[src/rtl/plane_blend2.sv]
module plane_blend2 #(
  parameter logic [23:0] GFX_MASK_RST = 24'hFF_FFFF
) (
  input  logic        clk,
  input  logic        rst_n,
  input  logic        gfx_valid,
  input  logic [31:0] gfx_pix,
  input  logic        vid_valid,
  input  logic [31:0] vid_pix,
  input  logic        gfx_mode_we,
  input  logic [1:0]  gfx_blend,
  input  logic [1:0]  gfx_keymode,
  input  logic [7:0]  gfx_alpha,
  input  logic        gfx_key_we,
  input  logic [23:0] gfx_key,
  input  logic [23:0] gfx_mask,
  input  logic        vid_mode_we,
  input  logic [1:0]  vid_blend,
  input  logic [1:0]  vid_keymode,
  input  logic [7:0]  vid_alpha,
  input  logic        vid_key_we,
  input  logic [23:0] vid_key,
  input  logic [23:0] vid_mask,
  input  logic        ord_we,
  input  logic        ord_top,
  input  logic        ord_bot,
  output logic        out_valid,
  output logic [23:0] out_rgb
);
  logic        top_is_vid;
  logic [1:0]  g_bl, g_km, v_bl, v_km;
  logic [7:0]  g_ga, v_ga;
  logic [23:0] g_key, g_msk, v_key, v_msk;

  always_ff @(posedge clk) begin
    if (!rst_n) begin
      top_is_vid <= 1'b1;
      g_bl <= 2'd0; g_km <= 2'd0; g_ga <= 8'hFF;
      v_bl <= 2'd0; v_km <= 2'd0; v_ga <= 8'hFF;
      g_key <= 24'd0; g_msk <= GFX_MASK_RST;
      v_key <= 24'd0; v_msk <= 24'd0;
    end else begin
      if (ord_we && (ord_top != ord_bot)) top_is_vid <= ord_top;
      if (gfx_mode_we) begin g_bl <= gfx_blend; g_km <= gfx_keymode; g_ga <= gfx_alpha; end
      if (vid_mode_we) begin v_bl <= vid_blend; v_km <= vid_keymode; v_ga <= vid_alpha; end
      if (gfx_key_we) begin g_key <= gfx_key; g_msk <= gfx_mask; end
      if (vid_key_we) begin v_key <= vid_key; v_msk <= vid_mask; end
    end
  end

  function automatic logic [23:0] layer(input logic [31:0] px, input logic [23:0] under,
                                        input logic [1:0] bl, input logic [1:0] km,
                                        input logic [7:0] ga, input logic [23:0] key,
                                        input logic [23:0] msk);
    logic [23:0] cmp, r;
    logic        hit;
    logic [7:0]  a;
    logic [15:0] s;
    cmp = (km == 2'd1) ? under : px[23:0];
    hit = ((km == 2'd1) || (km == 2'd2)) && (((cmp ^ key) & msk) == 24'd0);
    a   = (bl == 2'd1) ? ga : (bl == 2'd2) ? px[31:24] : 8'hFF;
    r   = 24'd0;
    for (int i = 0; i < 3; i++) begin
      s = 16'(a) * 16'(px[8*i +: 8]) + 16'(8'hFF - a) * 16'(under[8*i +: 8]) + 16'd127;
      r[8*i +: 8] = 8'(s / 16'd255);
    end
    return hit ? under : r;
  endfunction

  logic [31:0] bot_px, top_px;
  logic [23:0] mid_rgb, fin_rgb;

  assign bot_px  = top_is_vid ? gfx_pix : vid_pix;
  assign top_px  = top_is_vid ? vid_pix : gfx_pix;
  assign mid_rgb = top_is_vid ? layer(bot_px, 24'd0, g_bl, g_km, g_ga, g_key, g_msk)
                              : layer(bot_px, 24'd0, v_bl, v_km, v_ga, v_key, v_msk);
  assign fin_rgb = top_is_vid ? layer(top_px, mid_rgb, v_bl, v_km, v_ga, v_key, v_msk)
                              : layer(top_px, mid_rgb, g_bl, g_km, g_ga, g_key, g_msk);

  always_ff @(posedge clk) begin
    if (!rst_n) begin
      out_valid <= 1'b0;
      out_rgb   <= 24'd0;
    end else begin
      out_valid <= gfx_valid & vid_valid;
      if (gfx_valid && vid_valid) out_rgb <= fin_rgb;
    end
  end
endmodule

[config.mk]
export PLATFORM = sky130hd
export DESIGN_NAME = plane_blend2
export DESIGN_NICKNAME = d
export VERILOG_FILES = /design/src/rtl/plane_blend2.sv
export SDC_FILE = /design/constraint.sdc
export NUM_CORES = 2
export LEC_CHECK = 0
export ABC_CLOCK_PERIOD_IN_PS = 80400
export BUFFER_PORTS_ARGS = -buffer_cell sky130_fd_sc_hd__clkbuf_2
export CORE_MARGIN = 2
export CORE_UTILIZATION = 60
export DETAILED_ROUTE_END_ITERATION = 10
export GPL_TIMING_DRIVEN = 0
export PLACE_DENSITY = 0.88
export RECOVER_POWER = 100
export SLEW_MARGIN = 5
export SYNTH_ARGS = -nofsm -noshare
export SYNTH_HDL_FRONTEND = slang
export SYNTH_SLANG_ARGS = --single-unit
[constraint.sdc]
create_clock -name clk -period 80.4 [get_ports clk]
set_clock_uncertainty 0.15 [all_clocks]
set_input_delay 0 -clock clk [delete_from_list [all_inputs] [get_ports clk]]
set_output_delay 0 -clock clk [all_outputs]
set_load 0.005 [all_outputs]
# After elaboration in Yosys (flattened, before gate mapping)
# Index checks and enable logic that the tools add are counted.
[op_classes]
n_div = 12
eq_ne = 9
reduce_logical = 12
mul = 18
addsub = 20
mux = 20
n_bitwise = 9
[op_table]
columns = ["cell", "n"]
rows = [
  ["$mux 24", 10],
  ["$add 16x7->16 const B", 12],
  ["$div 16x8->16 const B", 12],
  ["$mul 8x8->16", 12],
  ["$add 16x16->16", 6],
  ["$and 24x24->24", 4],
  ["$logic_not 24->1", 4],
  ["$xor 24x24->24", 4],
  ["$mul 16x8->16", 4],
  ["$mux 32", 2],
  ["$mux 8", 8],
  ["$mul 9x9->16", 2],
  ["$sub 8x8->9 const A", 2],
  ["$eq 2x1->1 const B", 4],
  ["$eq 2x2->1 const B", 4],
  ["$logic_and 1x1->1", 6],
  ["$logic_or 1x1->1", 2],
  ["$and 1x1->1", 1],
  ["$ne 1x1->1", 1],
]
[totals]
wordCells = 113
reg_bits = 146

# Depth between registers and ports, before layout
[depth]
ltp_word = 15
mapped_depth = 102
mapped_depth_nobuf = 81

# Least setup slack after synthesis
# OpenSTA, ideal clock, no wires.
[synth_timing]
kind = "register to register"
from = "register top_is_vid"
to = "register out_rgb[0]"
path_slack_ns = 55.164
setup_time_ns = 0.124
path_stages_with_launch = 88
arrival_ns = 24.962
required_ns = 80.126
cell_sequence = "dfxtp_1 > clkbuf_1 > clkbuf_1 > clkbuf_1 > buf_1 > buf_1 > buf_1 > buf_1 > clkbuf_1 > buf_1 > mux2i_1 > a21oi_1 > nand2_1 > fa_1 > fa_1 > inv_1 > fa_1 > inv_1 > (+52 left out) > mux2_2 > a2111oi_2 > xor2_1 > a2111oi_2 > xnor2_1 > or4b_1 > o22ai_2 > xnor2_1 > nand4_1 > o21ai_1 > xor2_1 > ha_1 > nand4b_1 > o21ai_0 > mux2_2 > a2111oi_0 > nor3_1 > nand3b_1"
[synth_via]
elab_chain_cells = 15
elab_cells_between_ends = 66
[synth_rtl]
columns = ["item", "line_no", "rtl"]
rows = [
  ["start: declaration", "30", "logic top_is_vid;"],
  ["start signal: assignment", "43", "if (ord_we && (ord_top != ord_bot)) top_is_vid <= ord_top;"],
  ["parallel branches: the longest is 14 deep, another holds $mul 8x8->16", "n/a", ""],
  ["$mux 24 *", "77", "assign fin_rgb = top_is_vid ? layer(top_px, mid_rgb, v_bl, v_km, v_ga, v_key, v_msk)"],
  ["end signal: assignment", "86", "if (gfx_valid && vid_valid) out_rgb <= fin_rgb;"],
  ["end: declaration", "28", "output logic [23:0] out_rgb"],
]
# Every way passes the cells marked *.
# A chain may end at the register's enable or synchronous reset.

# Worst setup path after layout
[layout_timing]
from = "register top_is_vid"
to = "register out_rgb[8]"
# Same word-level chain as after synthesis.

==> metrics.md <==
| Metric | Value |
|---|---|
| Drt pass-1 iters | `11` |
| Hold Startpoint | `gfx_alpha[3]` |
| CP dominant cell by count | `clkbuf_1` |
| Detailed Route WL | `304 mm` |
| Vias in the first global route | `74700` |
| Arr. time, crit path | `38.55 ns` |
| Row cnt | `127` |
| Mapped Area | `0.0729 mm^2` |
| Slew Limit Headroom | `-0.427` |
| Mapped Nets | `11200` |
| Core area | `0.120 mm^2` |
| Initial antenna violation count | `43` |
| Post-synth EDFFs | `0` |
| RSZ-0062 raised after global routing | `no` |
| CP required | `80.63 ns` |
| Worst r2r src | `top_is_vid$_SDFFE_PN1P_` |
| Status | `finished, violations left` |
| Count of pins over their slew limit | `83` |
| Worst-Margin Slew | `2.12 ns` |
| Grt total ovfl | `0` |
| First-pass GRT wire length | `453 mm` |
| Post-Syn Area per Cell | `7.65 um^2` |
| Synth Register Bits | `146` |
| Fill cells | `10600` |
| Slowest CP cell | `a21oi_1` |
| Fin Hold WS | `0.0965 ns` |
| Fmax | `26.1 MHz` |
| Vias | `78000` |
| Final setup vio count | `0` |
| Critical Path Source | `top_is_vid$_SDFFE_PN1P_` |
| Max-cap viol count | `17` |
| Post-layout nets | `11600` |
| Clk sinks | `146` |
| Final Critical Period | `38.33 ns` |
| DRC viols | `0` |
| Share of cells above drive strength 1 | `0.0714` |
| Die Span Y | `352 um` |
| Non-Filler Instances | `11600` |
| Hpwl dp | `248 mm` |
| Root buf cell | `clkbuf_16` |
| Setup CP Type | `reg -> reg` |
| Number of CTS-inserted buffers | `17` |
| Fin crit share | `0.477` |
| Boundary pin count | `220` |
| Bufs on Longest Clock Path | `2` |
| GR Util All Layers | `0.476` |
| # port buffers | `217` |
| Crit path capture type | `flop` |
| DR iter-0 viols | `10300` |
| Setup TNS Final | `0 ns` |
| Die Wd | `352 um` |
| Final ANT Viol Nets | `0` |
| Cts hold-fix bufs | `131` |
| CTS tree | `yes` |
| Htree depth | `4` |
| Failing checks | `capacitance limit, slew limit` |
| Initial Util | `0.607` |
| Startpoint types | `flop` |
| Synth cell types | `140` |
| Gp weighted congestion | `1.10` |
| Area growth syn-to-layout | `7.79%` |
| Leading cell type in the layout, fill and taps excluded | `inv_1` |
| Avg Vias per Cell | `6.73` |
| Hold Fails Final Rpt | `0` |
| Post-synth ARST share | `0` |
| Post-synthesis sequential area ratio | `0.0401` |
| Worst-path fanout max | `10` |
| Clock Latency Late Sink | `0.53 ns` |
| Worst hold path class | `in -> reg` |
| Most frequent cells in the layout | `inv_1 (1246), nand2_1 (1047), nor2_1 (971)` |
| Reg clk slew, reported paths | `0.07 ns` |
| Total Die Area | `0.124 mm^2` |
| CP max stage delay | `1.24 ns` |
| Synth Flop Type | `dfxtp_1` |
| Routed len/inst | `26.2 um` |
| Synth Instances | `9520` |
| Placed cells | `11400` |
| Total setup buffers inserted after CTS | `0` |
| Post-cts resize count | `0` |
| Count of warnings emitted by yosys | `0` |
| Largest net degree at the start of global routing | `17` |
## cells in the mapped netlist (48+ instances only)
library cell  number  area share
inv_1           1246       0.064
o22ai_1           57      0.0049
a21oi_1          397       0.027
a211o_1           48      0.0058
and2_1           143       0.012
fa_1             868        0.24
and3_1            88      0.0076
o211a_1           49      0.0067
ha_1             570       0.098
clkbuf_1         291       0.015
mux2_2            96       0.015
xnor2_1          267       0.032
or2_2             83      0.0071
a31oi_1          120       0.010
nand4_1           97      0.0083
a211oi_1          98       0.010
nand2_1         1047       0.054
xor2_1           158       0.019
nor2_1           972       0.050
nand2b_1          62      0.0053
o21a_1            87      0.0090
o31ai_1           65      0.0067
mux2i_1          253       0.035
nor4_1            65      0.0056
o21ai_0          327       0.022
nor3_1           195       0.013
o211ai_1         122       0.013
nand3_1          222       0.015
nor2b_1          136       0.012
or3_1             67      0.0058
a21o_1           104       0.011
dfxtp_1          146       0.040
## layer usage
| metal | global-route usage | wire [um] | vias up |
|---|---|---|---|
| met4 | 0.257 | 20200 | 34 |
| met1 | 0.614 | 116000 | 37500 |
| li1 | - | - | 33800 |
| met5 | 0.0204 | 536 | - |
| met3 | 0.212 | 47800 | 1135 |
| met2 | 0.659 | 119000 | 5487 |
## layout make-up
cell class              instances  area, um^2  area share
clock inverters                14         171     0.00218
clock buffers                  18         429     0.00546
diodes                         44         110     0.00140
flip-flops and latches        146        2920      0.0372
inverters                    1246        4680      0.0595
repair buffers                380        2770      0.0353
well taps                    1612        2020      0.0257
multi-input cells            7753       63900       0.814
plain buffers                 375        1520      0.0194
## state kept, by name, indices dropped and copies added, names as in the netlist, 8 cells and up
register	flops
out_rgb	24
v_ga	8
g_key	24
g_msk	24
g_ga	8
v_key	24
v_msk	24
## final timing paths
check                            endpoint  slack [ns]  depth (start not counted)
hold reg to reg    g_msk[20]$_SDFFE_PN1P_        0.38                          2
setup / recovery  out_rgb[8]$_SDFFE_PN0P_       42.07                         91
hold / removal       g_ga[3]$_SDFFE_PN1P_         0.1                          4
setup reg to reg  out_rgb[8]$_SDFFE_PN0P_       42.07                         91
## logic make-up (layout without fill, tap and decap cells)
group           after synthesis  in the layout  synth area share
simple gates               3407           3407             0.224
compound gates             2105           2105             0.208
buf+inv                    1621           2033            0.0851
fa+ha+maj                  1454           1454             0.339
xor+xnor                    434            434            0.0533
mux                         353            353            0.0503
flops                       146            146            0.0401
other cells                   0             44                 0
## worst max-delay path: cells and delay by family (launching register included)
| family | cells | cell delay [ns] |
|---|---|---|
| AO/OA/AOI/OAI | 33 | 15.58 |
| XOR/XNOR | 3 | 0.80 |
| adder cells (fa/ha/maj) | 15 | 6.44 |
| buffers and inverters | 21 | 9.21 |
| flip-flops | 1 | 0.51 |
| multiplexers | 4 | 1.32 |
| AND/OR/NAND/NOR | 15 | 4.08 |
## through the flow
step                      worst slack [ns]  utilization  area [um^2]
after CTS                            45.64        0.653        78500
after global placement               46.32        0.632        76000
after detailed placement             45.75        0.637        76500
after global routing                 41.70        0.653        78500
final                                42.07        0.654        78500
after floorplan                      55.16            -        72900
Power is not shown: default switching activity piles up to over one toggle a cycle in this logic, so the estimate is an artifact.
